**src/rtl/vfmt_pkg.sv**
```systemverilog
package vfmt_pkg;
  typedef enum logic [1:0] {REG_BLANK, REG_SAV, REG_ACTIVE, REG_EAV} region_e;

  localparam logic [7:0] BLANK_EVEN = 8'h80;
  localparam logic [7:0] BLANK_ODD  = 8'h10;

  // status byte of a timing code: marker, flags, then protection bits
  function automatic logic [7:0] trs_status(input logic f, input logic v, input logic h);
    return {1'b1, f, v, h, v ^ h, f ^ h, f ^ v, f ^ v ^ h};
  endfunction
endpackage

```
**src/rtl/vfmt_line_timer.sv**
```systemverilog
module vfmt_line_timer
  import vfmt_pkg::*;
#(
  parameter int LINE_LEN = 1716,
  parameter int ACT_LEN  = 1440,
  parameter int RAW_STEP = 8,
  localparam int HW = $clog2(LINE_LEN)
) (
  input  logic          clk,
  input  logic          rst_n,
  input  logic [1:0]    fmt_sel,
  input  logic [7:0]    raw_start,
  input  logic [7:0]    raw_stop,
  output logic [HW-1:0] hpos,
  output region_e       region,
  output logic [1:0]    trs_idx,
  output logic          eav_first,
  output logic [1:0]    cur_fmt
);
  logic [7:0]  lat_rs, lat_re;
  logic [31:0] sav_pos, eav_pos, h32;
  logic        line_end;

  assign line_end = (hpos == HW'(LINE_LEN - 1));

  always_ff @(posedge clk) begin
    if (!rst_n) begin
      hpos    <= '0;
      cur_fmt <= 2'b00;
      lat_rs  <= '0;
      lat_re  <= '0;
    end else if (line_end) begin
      hpos    <= '0;
      cur_fmt <= fmt_sel;
      lat_rs  <= raw_start;
      lat_re  <= raw_stop;
    end else begin
      hpos <= hpos + 1'b1;
    end
  end

  always_comb begin
    h32 = 32'(hpos);
    if (cur_fmt[1]) begin
      sav_pos = 32'(lat_rs) * 32'(RAW_STEP);
      eav_pos = 32'(lat_re) * 32'(RAW_STEP);
    end else begin
      sav_pos = 32'd0;
      eav_pos = 32'(ACT_LEN) + 32'd4;
    end
    trs_idx = 2'd0;
    if (h32 >= sav_pos && h32 < sav_pos + 32'd4) begin
      region  = REG_SAV;
      trs_idx = 2'(h32 - sav_pos);
    end else if (h32 >= sav_pos + 32'd4 && h32 < eav_pos) begin
      region = REG_ACTIVE;
    end else if (h32 >= eav_pos && h32 < eav_pos + 32'd4) begin
      region  = REG_EAV;
      trs_idx = 2'(h32 - eav_pos);
    end else begin
      region = REG_BLANK;
    end
  end

  assign eav_first = (region == REG_EAV) && (trs_idx == 2'd0);
endmodule

```
**src/rtl/vfmt_flags.sv**
```systemverilog
module vfmt_flags (
  input  logic clk,
  input  logic rst_n,
  input  logic eav_first,
  input  logic field_in,
  input  logic vblank_in,
  output logic f_q,
  output logic v_q
);
  always_ff @(posedge clk) begin
    if (!rst_n) begin
      f_q <= 1'b0;
      v_q <= 1'b1;
    end else if (eav_first) begin
      f_q <= field_in;
      v_q <= vblank_in;
    end
  end
endmodule

```
**src/rtl/vfmt_byte_mux.sv**
```systemverilog
module vfmt_byte_mux
  import vfmt_pkg::*;
(
  input  logic       clk,
  input  logic       rst_n,
  input  region_e    region,
  input  logic [1:0] trs_idx,
  input  logic [1:0] cur_fmt,
  input  logic       odd_pos,
  input  logic       f_q,
  input  logic       v_q,
  input  logic       in_valid,
  input  logic [7:0] in_data,
  output logic [7:0] out_byte
);
  logic       blank_tog;
  logic [7:0] nxt;

  always_comb begin
    unique case (region)
      REG_SAV, REG_EAV: begin
        case (trs_idx)
          2'd0:    nxt = 8'hFF;
          2'd3:    nxt = trs_status(f_q, v_q, region == REG_EAV);
          default: nxt = 8'h00;
        endcase
      end
      REG_ACTIVE: begin
        if (in_valid) begin
          if (in_data == 8'h00)      nxt = 8'h01;
          else if (in_data == 8'hFF) nxt = 8'hFE;
          else                       nxt = in_data;
        end else if (cur_fmt == 2'b00) begin
          nxt = odd_pos ? BLANK_ODD : BLANK_EVEN;
        end else begin
          nxt = 8'h00;
        end
      end
      default: nxt = blank_tog ? BLANK_ODD : BLANK_EVEN;
    endcase
  end

  always_ff @(posedge clk) begin
    if (!rst_n) begin
      out_byte  <= BLANK_ODD;
      blank_tog <= 1'b0;
    end else begin
      out_byte <= nxt;
      if (region == REG_EAV)        blank_tog <= 1'b0;
      else if (region == REG_BLANK) blank_tog <= ~blank_tog;
    end
  end
endmodule

```
**src/rtl/vid_sync_formatter.sv**
```systemverilog
module vid_sync_formatter
  import vfmt_pkg::*;
#(
  parameter int LINE_LEN = 1716,
  parameter int ACT_LEN  = 1440,
  parameter int RAW_STEP = 8
) (
  input  logic       clk,
  input  logic       rst_n,
  input  logic [1:0] fmt_sel,
  input  logic [7:0] raw_start,
  input  logic [7:0] raw_stop,
  input  logic       field_in,
  input  logic       vblank_in,
  input  logic       in_valid,
  input  logic [7:0] in_data,
  output logic       in_ready,
  output logic [7:0] out_byte
);
  localparam int HW = $clog2(LINE_LEN);

  logic [HW-1:0] hpos;
  region_e       region;
  logic [1:0]    trs_idx, cur_fmt;
  logic          eav_first, f_lat, v_lat;

  vfmt_line_timer #(.LINE_LEN(LINE_LEN), .ACT_LEN(ACT_LEN), .RAW_STEP(RAW_STEP)) u_timer (
    .clk(clk), .rst_n(rst_n), .fmt_sel(fmt_sel), .raw_start(raw_start), .raw_stop(raw_stop),
    .hpos(hpos), .region(region), .trs_idx(trs_idx), .eav_first(eav_first), .cur_fmt(cur_fmt)
  );

  vfmt_flags u_flags (
    .clk(clk), .rst_n(rst_n), .eav_first(eav_first), .field_in(field_in),
    .vblank_in(vblank_in), .f_q(f_lat), .v_q(v_lat)
  );

  vfmt_byte_mux u_mux (
    .clk(clk), .rst_n(rst_n), .region(region), .trs_idx(trs_idx), .cur_fmt(cur_fmt),
    .odd_pos(hpos[0]), .f_q(f_lat), .v_q(v_lat), .in_valid(in_valid), .in_data(in_data),
    .out_byte(out_byte)
  );

  assign in_ready = (region == REG_ACTIVE);
endmodule

```
**config.mk**
```make
export PLATFORM = sky130hd
export DESIGN_NAME = vid_sync_formatter
export DESIGN_NICKNAME = d
export VERILOG_FILES = /design/src/rtl/vfmt_pkg.sv /design/src/rtl/vfmt_line_timer.sv /design/src/rtl/vfmt_flags.sv /design/src/rtl/vfmt_byte_mux.sv /design/src/rtl/vid_sync_formatter.sv
export SDC_FILE = /design/constraint.sdc
export NUM_CORES = 1
export LEC_CHECK = 0
export ABC_CLOCK_PERIOD_IN_PS = 5140
export BUFFER_PORTS_ARGS = -buffer_cell sky130_fd_sc_hd__buf_2
export CORE_MARGIN = 1
export CORE_UTILIZATION = 43
export CTS_CLUSTER_SIZE = 30
export DETAILED_ROUTE_END_ITERATION = 8
export GPL_TIMING_DRIVEN = 0
export SLEW_MARGIN = 10
export SYNTH_ARGS = -nofsm -noshare
export SYNTH_HDL_FRONTEND = slang
export SYNTH_HIERARCHICAL = 1
export SYNTH_SLANG_ARGS = --single-unit
```
**constraint.sdc**
```tcl
create_clock -name clk -period 5.14 [get_ports clk]
set_input_delay 0.771 -clock clk [delete_from_list [all_inputs] [get_ports clk]]
set_output_delay 0.771 -clock clk [all_outputs]
set_load 0.01 [all_outputs]
```
==> flow_summary.ini, run 1 <==
[status]
status = complete, no violations

[timing]
min_period_ns = 4.10
hold_viol_final = 0
setup_violations = 0
skew_ns = 0.00720
max_slew_margin_pct = 65.6
clock.fmax_ghz = 0.244
tightest_slew_ns = 0.510
drv_slew = 0
finalSetupTns_ns = 0
fin_crit_sh_pct = 79.7
rsz0062_at_grt = false

[yosys]
synth.area.mux_share_pct = 0.785
synth-edff-count = 0
synth-xor-area-share_pct = 4.81
ys_seq_elements = 40
ys_top_cells_by_area = dfxtp_1 (31%), ha_1 (14%), nand2_1 (10%)
synth_cells = 315
netlist.area_leader.share_pct = 31.4
synth_compound_area_share_pct = 19.5
netlist_area_um2 = 2550
syn_area_per_cell_um2 = 8.10
synth_top_flop_cell = dfxtp_1
ys_warn_count = 6
syn-num-nets = 375
yosys.cell_types.count = 48
synthMostInstantiatedCell = nand2_1
synth_common_cells = nand2_1 (68), dfxtp_1 (40), ha_1 (29)
synth_top_family_by_area = simple AND/OR/NAND/NOR gates
async_reset_ff_share_pct = 0
ys_seq_area_share_pct = 31.4
synth_fa_ha_area_share_pct = 14.2
yosys.area.top_type = dfxtp_1
yosys.area_share.simple_pct = 24.5

[layout]
drive_above_1_share_pct = 17.5
nFillCells = 594
antenna_cells = 0
fin_util_pct = 52.5
syn_to_final_growth_pct = 15.4
layout.nets = 420

[clock_tree]
clock-root-buffer = clkbuf_8
path_clk_slew_ns = 0.08
postCtsSetupBuffers = 0
cts_tree = built
cts_hold_buf = 0
cts_inserted_buffers = 5
clock_latency_ns = 0.30
htree_num_levels = 2
cts_buffer_depth = 2
cts_sinks = 40
ctsResizeCount = 0

[setup_path]
required_ns = 4.37
crit_slowest_cell = or4_4
slowest_delay_ns = 0.55
setup.worst_path.end_class = output port
crit_family = simple AND/OR/NAND/NOR gates
path_class = register to output port
crit_arrival_ns = 3.33
cp_max_fo = 10
crit_buf_inv = 3
crit_chain = clkbuf_1 -> clkbuf_1 -> nand2_1 -> ha_1 -> nand3_1 -> or4_4 -> nand2_1 -> o21ai_0 -> a21boi_1 -> nor2b_4 -> buf_2
cp-start-kind = register

[floorplan]
ios = 40
dieArea_um2 = 6240
die_height_um = 79.0
coreArea_um2 = 5610
start_util_pct = 45.5
die_w_um = 79.0
rows = 27

[power_and_ir_drop]
power.density_nw_per_um2 = 230
p_leak_nw = 1.24
vdd_drop_max_mv = 0.123

[detailed_routing]
drc = 0
vias_per_cell = 5.15
wl_um = 5930
antenna_left = 0
num_vias = 2228
initialDrtViolationCount = 99
first_pass_iters = 4
avgRoutedWirePerCell_um = 13.7

[min_path]
hold_class = register to register

[global_routing]
track_usage_pct = 20.7
grt_pass1_wl_um = 10000
grt_pass1_vias = 2057
antenna_found_initial = 0
gr-total-overflow = 0
grt_max_degree = 14

[place]
dp_hpwl_um = 4580
gp_congestion = 0.855
io_buffers = 38

[flow_run]
maxCapViolCount = 0
## worst min-delay path: stages, from the launching register on
cell and delay [ns]:
dfxtp_1 0.32, nand2_1 0.05, a21boi_1 0.05
## worst paths after layout
kind	start	to	slack [ns]	cells past startpoint
max	u_timer/cur_fmt[1]	in_ready	1.04	11
min	u_timer/lat_re[4]	u_timer/lat_re[4]	0.45	2
max reg2reg	u_timer/cur_fmt[1]	u_mux/out_byte[4]	1.25	16
min reg2reg	u_timer/lat_re[4]	u_timer/lat_re[4]	0.45	2
## power by group
group          switching, mW  leakage, nW  total [mW]  internal [mW]
combinational         0.0489        0.857      0.0915         0.0426
clock                  0.116       0.0541       0.260          0.144
sequential           0.00493        0.325       0.326          0.321
## through the flow
stage | power, mW | setup WS, ns | cell area (µm²) | hold WS (ns) | std cells
2_1_floorplan | 0.391 | 1.80 | 2550 | 0.431 | 315
5_1_grt | 0.715 | 0.792 | 2940 | 0.491 | 433
3_5_place_dp | 0.425 | 1.25 | 2830 | 0.448 | 425
3_3_place_gp | 0.424 | 1.28 | 2830 | 0.440 | 425
4_1_cts | 0.686 | 0.989 | 2940 | 0.458 | 433
6_report | 0.677 | 1.04 | 2940 | 0.455 | 433
## registers in the layout, indices dropped and copies added, names as in the netlist
register / count
u_flags/f_q: 1
u_flags/v_q: 1
u_mux/blank_tog: 1
u_mux/out_byte: 8
u_timer/cur_fmt: 2
u_timer/hpos: 11
u_timer/lat_re: 8
u_timer/lat_rs: 8
## final cells by class
class | count | area, µm² | area share (%)
inverters | 14 | 52.6 | 1.79
flip-flops and latches | 40 | 801 | 27.2
multi-input cells | 249 | 1630 | 55.3
clock inverters | 3 | 42.5 | 1.45
repair buffers | 38 | 190 | 6.47
well taps | 72 | 90.1 | 3.06
plain buffers | 12 | 68.8 | 2.34
clock buffers | 5 | 68.8 | 2.34
## layer usage
metal	up-vias	GRT usage (%)	share of wire, %
met5	-	0	0
met3	5	3.91	5.2
li1	1177	-	-
met2	45	33.1	44
met4	0	5.45	0.98
met1	1001	28.4	50
## cells in the final DEF, fill, tap and decap left out, drive strengths merged, types with 2 or more instances in the layout
master  count
o21a        2
o21ai       5
inv        14
o22a        5
nor4        2
a21boi     20
mux2i       2
buf        45
a21oi      23
or3         3
nand2b      3
o22ai       2
and3        2
xnor2       7
clkbuf     10
ha         29
nand4b      2
nor3        4
nand2      70
xor2        7
nand3       6
nor2b       3
a211o       2
dfxtp      40
nand4       7
nor2       28
o31ai       3
## kinds of logic after synthesis
kind of cell,count (synthesis)
XOR/XNOR,14
AND/OR/NAND/NOR,133
AO/OA/AOI/OAI,71
buffers and inverters,26
adder cells (fa/ha/maj),29
multiplexers,2
flip-flops,40
Power figures use the tool's default switching activity.
==> run 2: changes to the inputs <==
ABC_AREA = 1   (was not set)
ABC_CLOCK_PERIOD_IN_PS = 3300   (was 5140)
PLACE_DENSITY = 0.65   (was not set)
clock period = 3.3 ns   (was 5.14 ns; I/O delays follow)
==> flow_summary.ini, run 2 <==
[global_routing]
grt_max_degree = 14
grt_pass1_vias = 2319
antenna_found_initial = 0
grt_pass1_wl_um = 10100
gr-total-overflow = 0
track_usage_pct = 19.9

[setup_path]
crit_chain = clkbuf_4 -> nand2_1 -> ha_1 -> nand2_1 -> inv_1 -> nand2_1 -> nand2_1 -> nand2_1 -> nand2_1 -> nor2_1 -> nand2_1 -> a21oi_4 -> inv_1 -> nor2_2 -> buf_2
reg2reg_to = u_mux/out_byte[1]
crit_top_cell = nand2_1
required_ns = 2.80
cp-start-kind = register
slowest_delay_ns = 0.41
cp_max_fo = 10
r2r-start = u_timer/cur_fmt[1]
rrSetupSlack_ns = 0.45
path_class = register to output port
crit_slowest_cell = dfxtp_4
setup.worst_path.end_class = output port
r2r_cells = 18
crit_arrival_ns = 2.52

[clock_tree]
path_clk_slew_ns = 0.08
htree_num_levels = 2
cts_hold_buf = 0
cts_tree = built
cts_buffer_depth = 2
clock-root-buffer = clkbuf_8
cts_inserted_buffers = 5
clock_latency_ns = 0.30
postCtsSetupBuffers = 0
cts_sinks = 40

[timing]
hold_viol_final = 0
max_slew_margin_pct = 73.1
min_period_ns = 3.02
clock.fmax_ghz = 0.331
setup_violations = 0
fin_crit_sh_pct = 91.5
skew_ns = 0.00579
drv_slew = 0
tightest_slew_ns = 0.403
finalSetupTns_ns = 0
hold_slack_ns = 0.400

[yosys]
yosys.cell_types.count = 37
ys_seq_elements = 40
ys_seq_area_share_pct = 29.7
yosys.area.top_type = dfxtp_1
netlist.area_leader.share_pct = 29.7
synth_cells = 405
syn-num-nets = 465
ys_top_cells_by_area = dfxtp_1 (30%), nand2_1 (15%), ha_1 (13%)
syn_area_per_cell_um2 = 6.66
synth_common_cells = nand2_1 (110), nor2_1 (74), dfxtp_1 (40)
ys_warn_count = 6
netlist_area_um2 = 2700
synth-edff-count = 0
synth_top_flop_cell = dfxtp_1
synthMostInstantiatedCell = nand2_1
async_reset_ff_share_pct = 0

[detailed_routing]
wl_um = 5900
top_layer_used = met4
first_pass_iters = 4
wl_met2_um = 2730
drc = 0
dr_wl_met3_um = 199
vias_per_cell = 4.87
initialDrtViolationCount = 98
num_vias = 2562
routedLengthMet1_um = 2930
avgRoutedWirePerCell_um = 11.2
antenna_left = 0

[layout]
final_cell_mix = nand2_1 (110), nor2_1 (73), inv_1 (39), buf_2 (39), dfxtp_1 (39)
syn_to_final_growth_pct = 15.9
top_register = u_timer/hpos
nFillCells = 614
largest_register_ffs = 11
final_common_cell = nand2_1
drive_above_1_share_pct = 18.2
layout.nets = 510
antenna_cells = 0

[power_and_ir_drop]
vdd_drop_max_mv = 0.182
p_leak_nw = 1.52
power.density_nw_per_um2 = 344

[min_path]
hold_start = vblank_in
min_to = u_flags/v_q
hold_depth = 3
hold_class = primary input to register

[place]
dp_hpwl_um = 4790
io_buffers = 39
gp_congestion = 0.870

[floorplan]
start_util_pct = 45.1
coreArea_um2 = 5990
dieArea_um2 = 6600
rows = 28
die_height_um = 81.2
ios = 40
die_w_um = 81.2

[status]
status = complete, no violations

[flow_run]
maxCapViolCount = 0
run 2: how the worst max path moves through the flow:
stage / start / endpoint / slack, ns / cells past startpoint
after global routing: u_timer/cur_fmt[1] / in_ready / -0.005 / 13
after floorplan: u_timer/cur_fmt[1] / in_ready / 0.51 / 12
after global placement: u_timer/cur_fmt[1] / in_ready / -0.03 / 16
final: u_timer/cur_fmt[1] / in_ready / 0.28 / 15
after detailed placement: u_timer/cur_fmt[1] / in_ready / -0.1 / 16
after CTS: u_timer/cur_fmt[1] / in_ready / 0.06 / 12
run 2: layout make-up:
class | count | area [µm²] | share of cell area, %
sequential | 40 | 805 | 25.7
buffer | 7 | 61.3 | 1.96
timing repair buffer | 39 | 195 | 6.24
tap | 75 | 93.8 | 3.00
inverter | 46 | 178 | 5.68
clock inverter | 2 | 38.8 | 1.24
clock buffer | 6 | 82.6 | 2.64
multi-input combinational | 311 | 1670 | 53.5
run 2: worst max-delay path, delay by kind of cell (launching register included):
family,cells,cell delay [ns]
simple gates,9,0.79
fa+ha+maj,1,0.30
compound gates,1,0.23
buf+inv,4,0.50
flops,1,0.41
run 2: cells by family (layout without fill, tap and decap cells):
logic type	after synthesis	in the layout	share of synthesized area (%)
buffers and inverters	54	100	8.85
adders and majority gates	29	29	13.4
xor gates and xnor gates	2	2	0.649
and+or+nand+nor	230	230	37.1
AOI/OAI and AO/OA	50	50	10.3
DFF	40	40	29.7
run 2: metrics by stage:
stage | cell area [µm²] | power [mW] | util (%) | setup WS (ns) | instances
6_report | 3130 | 1.08 | 52.2 | 0.282 | 526
5_1_grt | 3130 | 1.13 | 52.2 | -0.00454 | 526
4_1_cts | 3120 | 1.09 | 52.1 | 0.0628 | 526
3_5_place_dp | 2990 | 0.653 | 49.9 | -0.0970 | 519
3_3_place_gp | 2990 | 0.651 | 49.9 | -0.0302 | 519
2_1_floorplan | 2700 | 0.603 | - | 0.515 | 405
run 2: report_power, final:
group | leakage, nW | switching (mW) | internal (mW) | total, mW
combinational | 1.13 | 0.0778 | 0.0587 | 0.137
clock | 0.0614 | 0.187 | 0.248 | 0.434
sequential | 0.326 | 0.00653 | 0.498 | 0.505
total | 1.52 | 0.271 | 0.804 | 1.08
run 2: repair_timing:
item                       in CTS  in global routing
setup endpoints to repair       3                  4
hold endpoints to repair        0                  0
gates resized for setup         4                  3
run 2: metal layers:
metal	vias to the layer above	track usage, %
met4	0	5.36
met3	4	4.04
met2	43	35.1
met1	1132	24.4
met5	-	0
li1	1383	-
==> run 3: changes to the inputs <==
PLACE_DENSITY = 0.76   (was 0.65)
==> flow_summary.ini, run 3 (synthesis results as in run 2) <==
[layout]
final_cells = 526
fin_util_pct = 51.8
nFillCells = 584
top_register = u_timer/hpos
largest_register_ffs = 11
layout.nets = 510
final_cell_mix = nand2_1 (110), nor2_1 (74), inv_1 (39), buf_2 (39), dfxtp_1 (39)
final_common_cell = nand2_1
drive_above_1_share_pct = 18.0
antenna_cells = 0
syn_to_final_growth_pct = 14.9

[setup_path]
cp-start-kind = register
r2r-start = u_timer/cur_fmt[1]
setup.worst_path.end_class = output port
cp_max_fo = 10
crit_arrival_ns = 2.49
required_ns = 2.80
r2r_cells = 18
rrSetupSlack_ns = 0.49
path_class = register to output port
reg2reg_to = u_mux/out_byte[5]

[timing]
min_period_ns = 2.99
drv_slew = 0
finalSetupTns_ns = 0
setup_violations = 0
fin_crit_sh_pct = 90.5
tightest_slew_ns = 0.391
rsz0062_at_grt = false
clock.fmax_ghz = 0.335
skew_ns = 0.00755
hold_viol_final = 0
max_slew_margin_pct = 73.9

[global_routing]
grtUsageMet3_pct = 4.04
grt_util_met2_pct = 32.4
met1_usage_pct = 24.2
grt_max_degree = 14
gr-total-overflow = 0
grt_pass1_vias = 2307
antenna_found_initial = 0
grt.busiest_layer = met2
track_usage_pct = 19.1
grt_pass1_wl_um = 9740

[place]
io_buffers = 39
gp_congestion = 0.863
dp_hpwl_um = 4590
dp.cells = 519

[clock_tree]
path_clk_slew_ns = 0.08
cts_tree = built
postCtsSetupBuffers = 0
cts_hold_buf = 0
cts_inserted_buffers = 5
htree_num_levels = 2
clock-root-buffer = clkbuf_8
cts_buffer_depth = 2
cts_sinks = 40
clock_latency_ns = 0.30

[flow_run]
maxCapViolCount = 0

[floorplan]
start_util_pct = 45.1
coreArea_um2 = 5990
die_w_um = 81.2
rows = 28
ios = 40
dieArea_um2 = 6600
die_height_um = 81.2

[min_path]
min_to = u_flags/v_q
hold_class = primary input to register
hold_start = vblank_in
hold_depth = 3

[detailed_routing]
wl_um = 5800
antenna_left = 0
avgRoutedWirePerCell_um = 11.0
drc = 0
initialDrtViolationCount = 124
vias_per_cell = 4.88
num_vias = 2569
first_pass_iters = 4

[status]
status = complete, no violations

[power_and_ir_drop]
vdd_drop_max_mv = 0.206
power_mw = 0.996
p_leak_nw = 1.50
power.density_nw_per_um2 = 321
[run 3: cell types whose count changed in the layout (fill, tap and decap cells not counted), sizes merged]
| cell | delta |
|---|---|
| clkinv | -1 |
| bufinv | -1 |
| clkinvlp | +2 |
[run 3: worst max-delay path by stage]
| stage | start | endpoint | slack (ns) | cells after the start |
|---|---|---|---|---|
| 3_3_place_gp | u_timer/cur_fmt[1] | in_ready | -0.0002 | 13 |
| 4_1_cts | u_timer/cur_fmt[1] | in_ready | 0.06 | 13 |
| 6_report | u_timer/cur_fmt[1] | in_ready | 0.31 | 12 |
| 3_5_place_dp | u_timer/cur_fmt[1] | in_ready | -0.02 | 14 |
| 5_1_grt | u_timer/cur_fmt[1] | in_ready | 0.06 | 12 |
| 2_1_floorplan | u_timer/cur_fmt[1] | in_ready | 0.51 | 12 |
[run 3: cell type report]
class | instances | area [µm²] | share of cell area [%]
Multi-Input combinational cell | 311 | 1670 | 53.9
Clock buffer | 6 | 82.6 | 2.66
Tap cell | 75 | 93.8 | 3.03
Inverter | 46 | 178 | 5.73
Buffer | 7 | 61.3 | 1.98
Timing Repair Buffer | 39 | 195 | 6.30
Sequential cell | 40 | 805 | 25.9
Clock inverter | 2 | 15.0 | 0.484
[run 3: layer usage]
metal  wire length [µm]  share of wire [%]
met5                  0                  0
met4                100                1.7
met3                260                4.5
met2               2660                 46
met1               2780                 48
[run 3: power breakdown]
part           switching [mW]  total [mW]  leakage (nW)  internal, mW
clock network           0.185       0.355        0.0434         0.169
logic                  0.0775       0.136          1.13        0.0586
registers             0.00705       0.505         0.326         0.498
[run 3: stage by stage]
step / setup slack, ns / instance area [µm²] / hold WS [ns]
6_report: 0.315 / 3100 / 0.402
4_1_cts: 0.0614 / 3090 / 0.398
2_1_floorplan: 0.515 / 2700 / 0.454
3_5_place_dp: -0.0229 / 2990 / 0.475
5_1_grt: 0.0629 / 3100 / 0.414
3_3_place_gp: -0.000180 / 2990 / 0.468
[run 3: timing repair]
| item | in CTS | in global routing |
|---|---|---|
| gates resized for setup | 2 | 5 |
| gates cloned | 0 | 0 |
| setup endpoints to repair | 1 | 1 |
| hold endpoints to repair | 0 | 0 |
[run 3: worst max-delay path, cell delays in order (launching register included)]
cell and delay [ns]:
dfxtp_4 0.41, clkbuf_4 0.21, nand2_1 0.07, ha_1 0.32, nand2_1 0.08, nor2_1 0.18, nand3_1 0.10, nand3_1 0.16
nand2_1 0.13, nand3_1 0.12, nand2_1 0.16, nor2_2 0.13, buf_2 0.13
